<file path="config.mk">
export PLATFORM = sky130hd
export DESIGN_NAME = i2c_chain_prober
export DESIGN_NICKNAME = d
export VERILOG_FILES = /design/src/rtl/i2cp_pkg.sv /design/src/rtl/chain_table.sv /design/src/rtl/type_store.sv /design/src/rtl/cmd_issuer.sv /design/src/rtl/i2c_chain_prober.sv
export SDC_FILE = /design/constraint.sdc
export NUM_CORES = 1
export LEC_CHECK = 0
export ABC_CLOCK_PERIOD_IN_PS = 5550
export BUFFER_PORTS_ARGS = -buffer_cell sky130_fd_sc_hd__clkbuf_2
export CORE_UTILIZATION = 55
export DETAILED_ROUTE_END_ITERATION = 10
export GPL_TIMING_DRIVEN = 0
export PLACE_DENSITY = 0.95
export SYNTH_ARGS = -nofsm -noshare
export SYNTH_HDL_FRONTEND = slang
export SYNTH_SLANG_ARGS = --single-unit
export TNS_END_PERCENT = 5
</file>
<file path="constraint.sdc">
create_clock -name clk -period 5.55 [get_ports clk]
set_clock_uncertainty 0.1 [all_clocks]
set_input_delay 0.555 -clock clk [delete_from_list [all_inputs] [get_ports clk]]
set_output_delay 0.555 -clock clk [all_outputs]
set_load 0.005 [all_outputs]
</file>
<file path="src/rtl/i2cp_pkg.sv">
package i2cp_pkg;

  typedef enum logic [1:0] {
    OP_RECOVER = 2'd0,
    OP_START   = 2'd1,
    OP_READ    = 2'd2,
    OP_STOP    = 2'd3
  } bus_op_e;

  typedef enum logic [2:0] {
    ST_IDLE,
    ST_SELECT,
    ST_RECOV,
    ST_START,
    ST_READ,
    ST_STOP,
    ST_TAIL
  } seq_state_e;

  localparam logic [7:0] NO_DEV = 8'hFF;

endpackage

</file>
<file path="src/rtl/chain_table.sv">
module chain_table #(
  parameter int          N_SLOTS     = 4,
  parameter logic [31:0] PROBE_ADDRS = 32'hFF_A2_A0_A4,
  parameter logic [31:0] MEM_ADDRS   = 32'hFF_A2_A0_FF,
  parameter logic [31:0] SENSE_ADDRS = 32'hFF_98_98_FF,
  localparam int IW = $clog2(N_SLOTS + 1),
  localparam int SW = (N_SLOTS > 1) ? $clog2(N_SLOTS) : 1
) (
  input  logic [IW-1:0] idx,
  input  logic [IW-1:0] code,
  output logic [7:0]    probe_addr,
  output logic          is_end,
  output logic [7:0]    mem_addr,
  output logic [7:0]    sense_addr
);
  import i2cp_pkg::*;

  logic [7:0] probe_a [N_SLOTS];
  logic [7:0] mem_a   [N_SLOTS];
  logic [7:0] sense_a [N_SLOTS];

  for (genvar g = 0; g < N_SLOTS; g++) begin : g_ent
    assign probe_a[g] = PROBE_ADDRS[8*g +: 8];
    assign mem_a[g]   = MEM_ADDRS[8*g +: 8];
    assign sense_a[g] = SENSE_ADDRS[8*g +: 8];
  end

  logic [SW-1:0] psel, csel;
  logic [IW-1:0] code_m1;
  assign code_m1 = code - 1'b1;
  assign psel    = idx[SW-1:0];
  assign csel    = code_m1[SW-1:0];

  always_comb begin
    if (idx < IW'(N_SLOTS)) probe_addr = probe_a[psel];
    else                    probe_addr = NO_DEV;
    is_end = (probe_addr == NO_DEV);
  end

  always_comb begin
    if (code != '0 && code <= IW'(N_SLOTS)) begin
      mem_addr   = mem_a[csel];
      sense_addr = sense_a[csel];
    end else begin
      mem_addr   = NO_DEV;
      sense_addr = NO_DEV;
    end
  end

endmodule

</file>
<file path="src/rtl/type_store.sv">
module type_store #(
  parameter int CW = 3
) (
  input  logic          clk,
  input  logic          rst_n,
  input  logic          wr_en,
  input  logic [CW-1:0] wr_code,
  input  logic          clr,
  output logic [CW-1:0] code
);
  always_ff @(posedge clk) begin
    if (!rst_n)     code <= '0;
    else if (wr_en) code <= wr_code;
    else if (clr)   code <= '0;
  end
endmodule

</file>
<file path="src/rtl/cmd_issuer.sv">
module cmd_issuer (
  input  logic                clk,
  input  logic                rst_n,
  input  logic                go,
  input  i2cp_pkg::bus_op_e   go_op,
  input  logic [7:0]          go_byte,
  output logic                outstanding,
  output logic                cmd_valid,
  input  logic                cmd_ready,
  output i2cp_pkg::bus_op_e   cmd_op,
  output logic [7:0]          cmd_byte,
  input  logic                rsp_valid,
  input  logic                rsp_ok,
  output logic                fin,
  output logic                fin_ok
);
  import i2cp_pkg::*;

  always_ff @(posedge clk) begin
    if (!rst_n) begin
      cmd_valid   <= 1'b0;
      cmd_op      <= OP_RECOVER;
      cmd_byte    <= '0;
      outstanding <= 1'b0;
    end else begin
      if (go && !outstanding) begin
        cmd_valid   <= 1'b1;
        cmd_op      <= go_op;
        cmd_byte    <= go_byte;
        outstanding <= 1'b1;
      end else begin
        if (cmd_valid && cmd_ready) cmd_valid <= 1'b0;
        if (rsp_valid && !cmd_valid) outstanding <= 1'b0;
      end
    end
  end

  assign fin    = rsp_valid && outstanding && !cmd_valid;
  assign fin_ok = rsp_ok;

endmodule

</file>
<file path="src/rtl/i2c_chain_prober.sv">
module i2c_chain_prober #(
  parameter int          N_SLOTS     = 4,
  parameter logic [31:0] PROBE_ADDRS = 32'hFF_A2_A0_A4,
  parameter logic [31:0] MEM_ADDRS   = 32'hFF_A2_A0_FF,
  parameter logic [31:0] SENSE_ADDRS = 32'hFF_98_98_FF,
  localparam int CW = $clog2(N_SLOTS + 1)
) (
  input  logic          clk,
  input  logic          rst_n,
  input  logic          req,
  input  logic          inval,
  output logic          done,
  output logic          found,
  output logic [CW-1:0] type_code,
  output logic [7:0]    mem_addr,
  output logic [7:0]    sense_addr,
  output logic          cmd_valid,
  input  logic          cmd_ready,
  output logic [1:0]    cmd_op,
  output logic [7:0]    cmd_byte,
  input  logic          rsp_valid,
  input  logic          rsp_ok
);
  import i2cp_pkg::*;

  seq_state_e    state;
  logic [CW-1:0] idx;
  logic [7:0]    probe_addr;
  logic          is_end;
  logic          outstanding, fin, fin_ok;
  logic          go;
  bus_op_e       go_op, issued_op;
  logic [7:0]    go_byte;
  logic          st_wr;

  chain_table #(
    .N_SLOTS(N_SLOTS), .PROBE_ADDRS(PROBE_ADDRS),
    .MEM_ADDRS(MEM_ADDRS), .SENSE_ADDRS(SENSE_ADDRS)
  ) u_table (
    .idx(idx), .code(type_code), .probe_addr(probe_addr),
    .is_end(is_end), .mem_addr(mem_addr), .sense_addr(sense_addr)
  );

  type_store #(.CW(CW)) u_store (
    .clk(clk), .rst_n(rst_n), .wr_en(st_wr),
    .wr_code(idx + 1'b1), .clr(inval), .code(type_code)
  );

  cmd_issuer u_issue (
    .clk(clk), .rst_n(rst_n), .go(go), .go_op(go_op), .go_byte(go_byte),
    .outstanding(outstanding), .cmd_valid(cmd_valid), .cmd_ready(cmd_ready),
    .cmd_op(issued_op), .cmd_byte(cmd_byte), .rsp_valid(rsp_valid),
    .rsp_ok(rsp_ok), .fin(fin), .fin_ok(fin_ok)
  );

  assign cmd_op = issued_op;

  always_comb begin
    go      = 1'b0;
    go_op   = OP_RECOVER;
    go_byte = 8'h00;
    unique case (state)
      ST_RECOV, ST_TAIL: go_op = OP_RECOVER;
      ST_START: begin
        go_op   = OP_START;
        go_byte = probe_addr | 8'h01;
      end
      ST_READ: go_op = OP_READ;
      ST_STOP: go_op = OP_STOP;
      default: go_op = OP_RECOVER;
    endcase
    if (state inside {ST_RECOV, ST_START, ST_READ, ST_STOP, ST_TAIL})
      go = !outstanding;
  end

  assign st_wr = fin && ((state == ST_STOP && idx != '0) || state == ST_TAIL);

  always_ff @(posedge clk) begin
    if (!rst_n) begin
      state <= ST_IDLE;
      idx   <= '0;
      done  <= 1'b0;
      found <= 1'b0;
    end else begin
      done <= 1'b0;
      unique case (state)
        ST_IDLE: if (req) begin
          if (type_code != '0) begin
            done  <= 1'b1;
            found <= 1'b1;
          end else begin
            idx   <= '0;
            state <= ST_SELECT;
          end
        end
        ST_SELECT: begin
          if (is_end) begin
            done  <= 1'b1;
            found <= 1'b0;
            state <= ST_IDLE;
          end else begin
            state <= ST_RECOV;
          end
        end
        ST_RECOV: if (fin) begin
          if (fin_ok) state <= ST_START;
          else begin
            idx   <= idx + 1'b1;
            state <= ST_SELECT;
          end
        end
        ST_START: if (fin) begin
          if (fin_ok) state <= ST_READ;
          else begin
            idx   <= idx + 1'b1;
            state <= ST_SELECT;
          end
        end
        ST_READ: if (fin) state <= ST_STOP;
        ST_STOP: if (fin) begin
          if (idx == '0) state <= ST_TAIL;
          else begin
            done  <= 1'b1;
            found <= 1'b1;
            state <= ST_IDLE;
          end
        end
        ST_TAIL: if (fin) begin
          done  <= 1'b1;
          found <= 1'b1;
          state <= ST_IDLE;
        end
        default: state <= ST_IDLE;
      endcase
    end
  end

endmodule

</file>
==> flow_metrics.tcl, run 1 <==
set metrics [dict create \
    status "finished, final reports clean" \
    power_switching_w 0.000168 \
    htreeDepth 1 \
    cts_root_buffer "clkbuf_4" \
    path_buf_inv 3 \
    nNetsFinal 217 \
    cts_hold_buf 0 \
    diodes 0 \
    rsz0062_at_grt "false" \
    drive_gt1_frac 0.317 \
    die_x_um 51.0 \
    worst_pin_slew_ns 0.610 \
    totalWireLength_um 2790 \
    design_area_um2 1560 \
    wl_per_cell_um 12.3 \
    syn-instance-count 158 \
    syn2layout_area_growth_pct 18.4 \
    grt_pass1_vias 1111 \
    report.final.hold_viol_count 0 \
    worst_path_max_delay_cell "dfxtp_1" \
    critical_path_depth 6 \
    core-area_um2 2230 \
    start_util 0.592 \
    num_io_pins 39 \
    cp.required_ns 4.89 \
    clockPowerShare 0.165 \
    yosys.cell_types.count 45 \
    cts_tree "yes" \
    slew_headroom 0.593 \
    fmax_mhz 412 \
    critPathTopFamily "adder cells" \
    r2r-start "u_store.code[0]" \
    yosysTopAreaCellShare 0.288 \
    dieArea_um2 2600 \
    grt_remaining_overflow 0 \
    port_buffers 33 \
    p_int_w 0.000266 \
    critPathLaunchType "flip-flop" \
    dr.first_iter.drc_count 26 \
    hpwl_um 2170 \
    ys_seq_area_frac 0.288 \
    postCtsSetupBuffers 0 \
    cpMostUsedCell "ha_1" \
    ys_ff_latch 19 \
    seqPwrFrac 0.395 \
    syn_avg_cell_area_um2 8.36 \
    globalplace.congestion 0.899 \
    period_needed_ns 2.43 \
    clk_pin_slew_ns 0.11 \
    ir_drop_mv 0.207 \
    drv_cap 0 \
    placedInstanceArea_um2 1540 \
    power_density_nw_per_um2 278 \
    post_cts_resized 0 \
    clk_path_buf_depth 2 \
    critPathKind "flip-flop to primary output" \
    r2r_slack_ns 3.45 \
    fin_util 0.700 \
    post-route-period-util 0.438 \
    die_h_um 51.0 \
    rows 17 \
    endpoint "sense_addr[1]" \
    min_from "u_issue.cmd_op[0]" \
    ys_warn_count 0 \
    drc_errors 0 \
    setup_viol 0 \
    path_max_fanout 10 \
    crit_chain "inv_1 -> ha_1 -> ha_1 -> nand2_1 -> buf_4 -> clkbuf_2" \
    antenna_found_initial 0 \
    p_leak_nw 0.699 \
    fin_cells 227 \
    synth_ff_type "dfxtp_1" \
    firstDrtPassIters 4 \
    cts_sinks 19 \
    syn_area_um2 1320 \
    post-place-cells 223 \
    cpPeakStageDelay_ns 0.37 \
    worst_setup_path_end_kind "primary output" \
    timing.rr.end "state[0]" \
    holdWs_ns 0.364 \
    reg2reg_depth 7 \
    slew_violations 0 \
    setup-tns-final_ns 0 \
    async_flop_share 0 \
    synthTopCellsByArea "dfxtp_1 (29%), buf_4 (11%), ha_1 (9.5%)" \
    hold_class "flip-flop to flip-flop" \
    grt_usage 0.232 \
    synth_edf_count 0 \
    grt_max_degree 12 \
    power_frac_comb 0.440 \
    drtAntennaViolNets 0 \
    grt_pass1_wl_um 4680 \
    via_per_inst 5.45 \
    critPathLaunch "u_store.code[0]" \
    via_count 1237 \
    insertion_delay_ns 0.30 \
    yosysTopAreaCell "dfxtp_1" \
    p_sw_frac 0.387 \
    cts_inserted_buffers 3 \
    arrival_ns 1.78 \
]
through the flow:
stage / worst slack, ns / total power, W
after detailed placement: 3.45 / 0.000362
after floorplan: 3.62 / 0.000321
after global routing: 2.97 / 0.000467
after global placement: 3.52 / 0.000357
final: 3.12 / 0.000435
after CTS: 3.11 / 0.000433
worst min-delay path: stages, from the launching register on:
cell and delay (ns):
dfxtp_1 0.33, nand2_1 0.05, a21oi_1 0.05
power groups by stage:
stage / clock network, W / registers [W] / logic (W)
CTS: 0.0000741 / 0.000171 / 0.000188
global route: 0.0000820 / 0.000175 / 0.000210
global placement: 0 / 0.000174 / 0.000183
finish: 0.0000718 / 0.000172 / 0.000191
floorplan: 0 / 0.000171 / 0.000151
detailed placement: 0 / 0.000175 / 0.000187
area by class of cell:
| type | count | area, um^2 |
|---|---|---|
| inverters | 12 | 45.0 |
| multi-input cells | 108 | 743 |
| plain buffers | 23 | 168 |
| clock buffers | 3 | 22.5 |
| repair buffers | 33 | 165 |
| fillers | 179 | 669 |
| clock inverters | 1 | 5.00 |
| well taps | 28 | 35.0 |
| flip-flops and latches | 19 | 380 |
synth_stat cells, types with 2 or more instances:
cell       n
inv_1     12
buf_4     19
a211o_1    5
nand3_1    6
dfxtp_1   19
nand3b_1   2
a21oi_1   15
buf_2      2
a21o_1     2
nand2b_1   3
o21ai_0    6
nor2_1     7
ha_1      10
and4b_1    2
nor3_1     3
nor2b_1    7
nand2_1   10
metal layers:
layer / global-route usage / part of all wire
met1: 0.312 / 0.45
met2: 0.375 / 0.46
met3: 0.0357 / 0.072
met4: 0.0741 / 0.011
met5: 0 / 0
cells by family after synthesis:
| family | share of synthesized area |
|---|---|
| compound gates | 0.247 |
| other cells | 0.00284 |
| simple gates | 0.186 |
| flops | 0.288 |
| mux | 0.00758 |
| xor+xnor | 0.0133 |
| buf+inv | 0.161 |
| fa+ha+maj | 0.0947 |
registers in the layout (all words and copies together), names as in the netlist:
| name | count |
|---|---|
| u_issue.cmd_byte | 4 |
| idx | 3 |
| state | 3 |
| u_store.code | 3 |
| u_issue.cmd_op | 2 |
| done | 1 |
| found | 1 |
| u_issue.cmd_valid | 1 |
| u_issue.outstanding | 1 |
layout by cell type, fill, tap and decap left out, drive strengths merged, types with 2 or more instances in the layout:
cell	n
inv	12
nand3	6
clkbuf	37
a21boi	2
conb	5
nor2	7
dfxtp	19
nor3	3
and4b	2
a21o	2
a21oi	15
nand3b	2
ha	10
a211o	5
nor2b	7
o21ai	7
nand2	10
nand2b	3
buf	22
how the worst min path moves through the flow:
stage / to / cells past startpoint / slack [ns]
4_1_cts: u_issue.cmd_op[0] / 2 / 0.37
3_5_place_dp: u_issue.cmd_byte[2] / 2 / 0.35
6_report: u_issue.cmd_op[0] / 2 / 0.36
5_1_grt: u_issue.cmd_byte[2] / 2 / 0.38
2_1_floorplan: u_issue.cmd_byte[2] / 2 / 0.35
3_3_place_gp: u_issue.cmd_op[0] / 2 / 0.34
Note: power is estimated with default switching activity, not from simulation.
==> run 2: changes to the inputs <==
- ABC_AREA: unset -> 1
- ABC_CLOCK_PERIOD_IN_PS: 5550 -> 2040
- CORE_UTILIZATION: 55 -> 46
- PLACE_DENSITY: 0.95 -> 0.87
- clock period: 5.55 -> 2.04 ns (I/O delays scaled with it)
==> run 2 against run 1 <==
  * Hold slack got worse by 0.30 ns
  * First-iteration DRC count is 38% higher
  * Final cell count increased by 12%
  * Highest routed layer is now met3
==> flow_metrics.tcl, run 2 <==
set metrics [dict create \
    synth_compound_area_frac 0.111 \
    port_buffers 33 \
    synthXorXnorAreaFrac 0.00674 \
    path_max_fanout 10 \
    rsz0062_at_grt "false" \
    syn-instance-count 184 \
    dr.first_iter.drc_count 36 \
    wl_per_cell_um 9.51 \
    rows 18 \
    hpwl_um 1970 \
    synth_edf_count 0 \
    final_cell_mix "nand2_1 (38), clkbuf_2 (33), inv_1 (20)" \
    antenna_found_initial 0 \
    synth_fa_ha_area_frac 0.0962 \
    die_h_um 55.2 \
    ys_ff_latch 19 \
    grt_max_degree 12 \
    syn2layout_area_growth_pct 20.1 \
    grt_pass1_vias 935 \
    setup_viol 0 \
    start_util 0.506 \
    cts_root_buffer "clkbuf_4" \
    mostFrequentLayoutCell "nand2_1" \
    clk_path_buf_depth 2 \
    cts_tree "yes" \
    synthSimpleGateAreaFrac 0.308 \
    top_register "u_issue.cmd_byte" \
    cts_sinks 19 \
    yosysTopAreaCellShare 0.293 \
    clk_pin_slew_ns 0.11 \
    fin_util 0.608 \
    ys_warn_count 0 \
    yosysTopAreaCell "dfxtp_1" \
    syn_area_um2 1300 \
    yosysMostFrequentCell "nand2_1" \
    core-area_um2 2570 \
    totalWireLength_um 2420 \
    cts_hold_buf 0 \
    cts_inserted_buffers 3 \
    diodes 0 \
    async_flop_share 0 \
    dieArea_um2 3040 \
    post-place-cells 251 \
    grt_usage 0.175 \
    power_w 0.00135 \
    fmax_mhz 521 \
    synth_ff_type "dfxtp_1" \
    synthTopCellsByArea "dfxtp_1 (29%), nand2_1 (11%), buf_4 (10%)" \
    die_x_um 55.2 \
    status "finished, final reports clean" \
    postCtsSetupBuffers 0 \
    report.final.hold_viol_count 0 \
    post-route-period-util 0.942 \
    setup-tns-final_ns 0 \
    synthTopCellsByCount "nand2_1 (39), inv_1 (20), dfxtp_1 (19)" \
    ys_seq_area_frac 0.293 \
    drc_errors 0 \
    nNetsFinal 243 \
    synth_mux_area_frac 0 \
    largest_register_ffs 4 \
    slew_violations 0 \
    fin_cells 255 \
    globalplace.congestion 0.859 \
    worst_setup_path_end_kind "primary output" \
    critPathLaunchType "flip-flop" \
    grt_remaining_overflow 0 \
    grt_pass1_wl_um 3860 \
    synth_top_family_by_area "simple AND/OR/NAND/NOR gates" \
    arrival_ns 1.62 \
    via_count 1183 \
    cp.required_ns 1.74 \
    drive_gt1_frac 0.338 \
    power_density_nw_per_um2 863 \
    yosys.cell_types.count 25 \
    via_per_inst 4.64 \
    num_io_pins 39 \
    ir_drop_mv 0.818 \
    syn_avg_cell_area_um2 7.07 \
    fill_cells 237 \
    insertion_delay_ns 0.29 \
    drtAntennaViolNets 0 \
    drv_cap 0 \
    p_leak_nw 0.821 \
    hold_class "input pin to flip-flop" \
    htreeDepth 1 \
    period_needed_ns 1.92 \
    critPathKind "flip-flop to primary output" \
    firstDrtPassIters 4 \
]
run 2: cell types whose count changed in the layout (fill, tap and decap cells not counted), moves of 4 or more:
cell and change:
a211o_1 -5, inv_1 +8, inv_2 +5, nand2_1 +28
nand2_2 +4, nand3_1 +4, nor2_1 +11, nor2b_1 -7
run 2: worst max-delay path: stages, from the launching register on:
cell      delay [ns]
dfxtp_2         0.39
inv_1           0.07
ha_1            0.19
ha_1            0.33
nand2_4         0.10
buf_4           0.14
clkbuf_2        0.10
run 2: path summary, 6_finish.rpt:
check | from | to | slack, ns | depth (start not counted)
setup reg to reg | state[2] | u_issue.cmd_byte[6] | 0.30 | 10
hold reg to reg | idx[2] | idx[2] | 0.37 | 2
setup / recovery | u_store.code[0] | mem_addr[4] | 0.12 | 6
hold / removal | rst_n | found | 0.07 | 3
run 2: power breakdown:
group | internal [W] | leakage [nW] | switching [W] | total, W
Sequential | 0.000431 | 0.155 | 0.0000648 | 0.000496
Clock | 0.0000729 | 0.0177 | 0.000118 | 0.000190
Combinational | 0.000244 | 0.648 | 0.000417 | 0.000661
run 2: area by class of cell:
| class | instances | area (um^2) | share of cell area |
|---|---|---|---|
| Buffer | 19 | 139 | 0.0889 |
| Clock buffer | 3 | 22.5 | 0.0144 |
| Clock inverter | 1 | 5.00 | 0.00321 |
| Inverter | 26 | 98.8 | 0.0633 |
| Multi-Input combinational cell | 124 | 712 | 0.456 |
| Sequential cell | 19 | 382 | 0.244 |
| Tap cell | 30 | 37.5 | 0.0240 |
| Timing Repair Buffer | 33 | 165 | 0.106 |
run 2: what timing repair did:
item,4_1_cts,5_1_grt
endpoints found under the setup margin,9,9
endpoints found under the hold margin,0,0
gates resized for setup,1,3
run 2: cell families after synthesis:
group	Yosys count
AO/OA/AOI/OAI	26
XOR/XNOR	1
adder cells (fa/ha/maj)	10
buffers and inverters	45
flip-flops	19
other	1
AND/OR/NAND/NOR	82
run 2: per-stage QoR:
| stage | hold WS, ns | area (um^2) | setup slack [ns] |
|---|---|---|---|
| floorplan | 0.225 | 1320 | 0.451 |
| global placement | 0.351 | 1520 | 0.321 |
| detailed placement | 0.357 | 1520 | 0.299 |
| CTS | 0.0649 | 1550 | 0.0470 |
| global route | 0.0792 | 1560 | 0.0103 |
| finish | 0.0666 | 1560 | 0.119 |
run 2: metal layers:
layer,vias to the layer above,GRT usage,routed length [um]
met5,-,0,0
li1,644,-,-
met2,26,0.271,1150
met4,0,0.0250,0
met3,0,0.0492,110
met1,513,0.244,1170
==> run 3: changes to the inputs <==
- ABC_CLOCK_PERIOD_IN_PS: 2040 -> 2300
- CORE_UTILIZATION: 46 -> 25
- PLACE_DENSITY: 0.87 -> 0.57
- clock period: 2.04 -> 2.3 ns (I/O delays scaled with it)
==> run 3 against run 2 <==
  * Count of clock-buffer cells in the layout stayed put
  * Global-route usage is 6.7 points lower
  * Critical endpoint is now sense_addr[2]
  * Largest cell class unchanged
  * Core utilization is 28 points lower
==> flow_metrics.tcl, run 3 (synthesized netlist as in run 2, its figures left out) <==
set metrics [dict create \
    status "finished, final reports clean" \
    grt_pass1_wl_um 4710 \
    arrival_ns 1.73 \
    core-area_um2 4850 \
    critPathLaunchType "flip-flop" \
    drive_gt1_frac 0.324 \
    post_cts_resized 0 \
    insertion_delay_ns 0.26 \
    report.final.hold_viol_count 0 \
    worst_setup_path_end_kind "primary output" \
    post-route-period-util 0.897 \
    crit_chain "inv_1 -> ha_1 -> ha_1 -> nand2_1 -> buf_4 -> clkbuf_2" \
    diodes 0 \
    dieArea_um2 5490 \
    cpPeakStageDelay_ns 0.40 \
    rsz0062_at_grt "false" \
    path_buf_inv 3 \
    fmax_mhz 485 \
    grt_max_degree 12 \
    power_density_nw_per_um2 782 \
    setup_viol 0 \
    clk_pin_slew_ns 0.07 \
    top_register "u_issue.cmd_byte" \
    rows 25 \
    r2r_slack_ns 0.56 \
    critPathTopFamily "adder cells" \
    p_leak_nw 0.812 \
    period_needed_ns 2.06 \
    via_count 1172 \
    holdWs_ns 0.141 \
    fill_cells 534 \
    grt_usage 0.108 \
    syn2layout_area_growth_pct 23.9 \
    cts_hold_buf 0 \
    design_area_um2 1610 \
    p_sw_frac 0.429 \
    power_frac_comb 0.462 \
    largest_register_ffs 4 \
    grt_remaining_overflow 0 \
    dr.first_iter.drc_count 67 \
    p_int_w 0.000719 \
    firstDrtPassIters 4 \
    drtAntennaViolNets 0 \
    path_max_fanout 10 \
    clockPowerShare 0.189 \
    slew_violations 0 \
    mostFrequentLayoutCell "nand2_1" \
    postCtsSetupBuffers 0 \
    wl_per_cell_um 9.12 \
    worst_path_max_delay_cell "dfxtp_1" \
    placedInstanceArea_um2 1560 \
    port_buffers 33 \
    setup-tns-final_ns 0 \
    cts_sinks 19 \
    htreeDepth 1 \
    final_cell_mix "nand2_1 (39), clkbuf_2 (33), inv_1 (20)" \
    cts_inserted_buffers 3 \
    num_io_pins 39 \
    power_switching_w 0.000540 \
    seqPwrFrac 0.349 \
    via_per_inst 4.01 \
    power_w 0.00126 \
    die_x_um 74.1 \
    ir_drop_mv 0.461 \
    cp.required_ns 1.97 \
    start_util 0.268 \
    critPathKind "flip-flop to primary output" \
    globalplace.congestion 0.888 \
    grt_pass1_vias 1081 \
    die_h_um 74.1 \
    nNetsFinal 243 \
    drc_errors 0 \
    totalWireLength_um 2660 \
    antenna_found_initial 0 \
    clk_path_buf_depth 2 \
    drv_cap 0 \
    hold_class "input pin to flip-flop" \
    cts_tree "yes" \
    cpMostUsedCell "ha_1" \
    hpwl_um 2190 \
    cts_root_buffer "clkbuf_8" \
]
-- run 3: area by class of cell --
class	instances	area (um^2)	share of cell area
Multi-Input combinational cell	124	697	0.433
Timing Repair Buffer	33	165	0.103
Tap cell	67	83.8	0.0521
Sequential cell	19	380	0.236
Clock inverter	1	5.00	0.00311
Inverter	26	98.8	0.0614
Buffer	19	139	0.0862
Clock buffer	3	41.3	0.0256
-- run 3: worst min-delay path: stages --
cell	delay, ns
clkbuf_2	0.12
nand2_1	0.07
nor2_1	0.04
-- run 3: power by group through the flow --
stage / sequential, W / clock (W) / combinational (W)
finish: 0.000440 / 0.000238 / 0.000581
global route: 0.000452 / 0.000264 / 0.000676
CTS: 0.000441 / 0.000246 / 0.000586
detailed placement: 0.000450 / 0 / 0.000584
global placement: 0.000448 / 0 / 0.000585
floorplan: 0.000441 / 0 / 0.000467
-- run 3: per-layer routing --
| layer | part of all wire | up-vias | GRT usage |
|---|---|---|---|
| li1 | - | 640 | - |
| met5 | 0 | - | 0 |
| met2 | 0.47 | 19 | 0.179 |
| met1 | 0.49 | 511 | 0.143 |
| met3 | 0.040 | 2 | 0.0271 |
| met4 | 0.0038 | 0 | 0.0214 |
-- run 3: final timing paths --
check	start	to	depth (start not counted)
worst max register to register	state[2]	u_issue.cmd_byte[6]	10
worst min register to register	idx[2]	idx[2]	2
worst min-delay path	rst_n	state[1]	3
worst max-delay path	u_store.code[0]	sense_addr[2]	6
-- run 3: through the flow --
step	worst slack [ns]	cells	util
after global placement	0.527	288	0.323
final	0.237	292	0.332
after global routing	0.0986	292	0.332
after CTS	0.212	292	0.332
after floorplan	0.685	188	-
after detailed placement	0.504	288	0.323
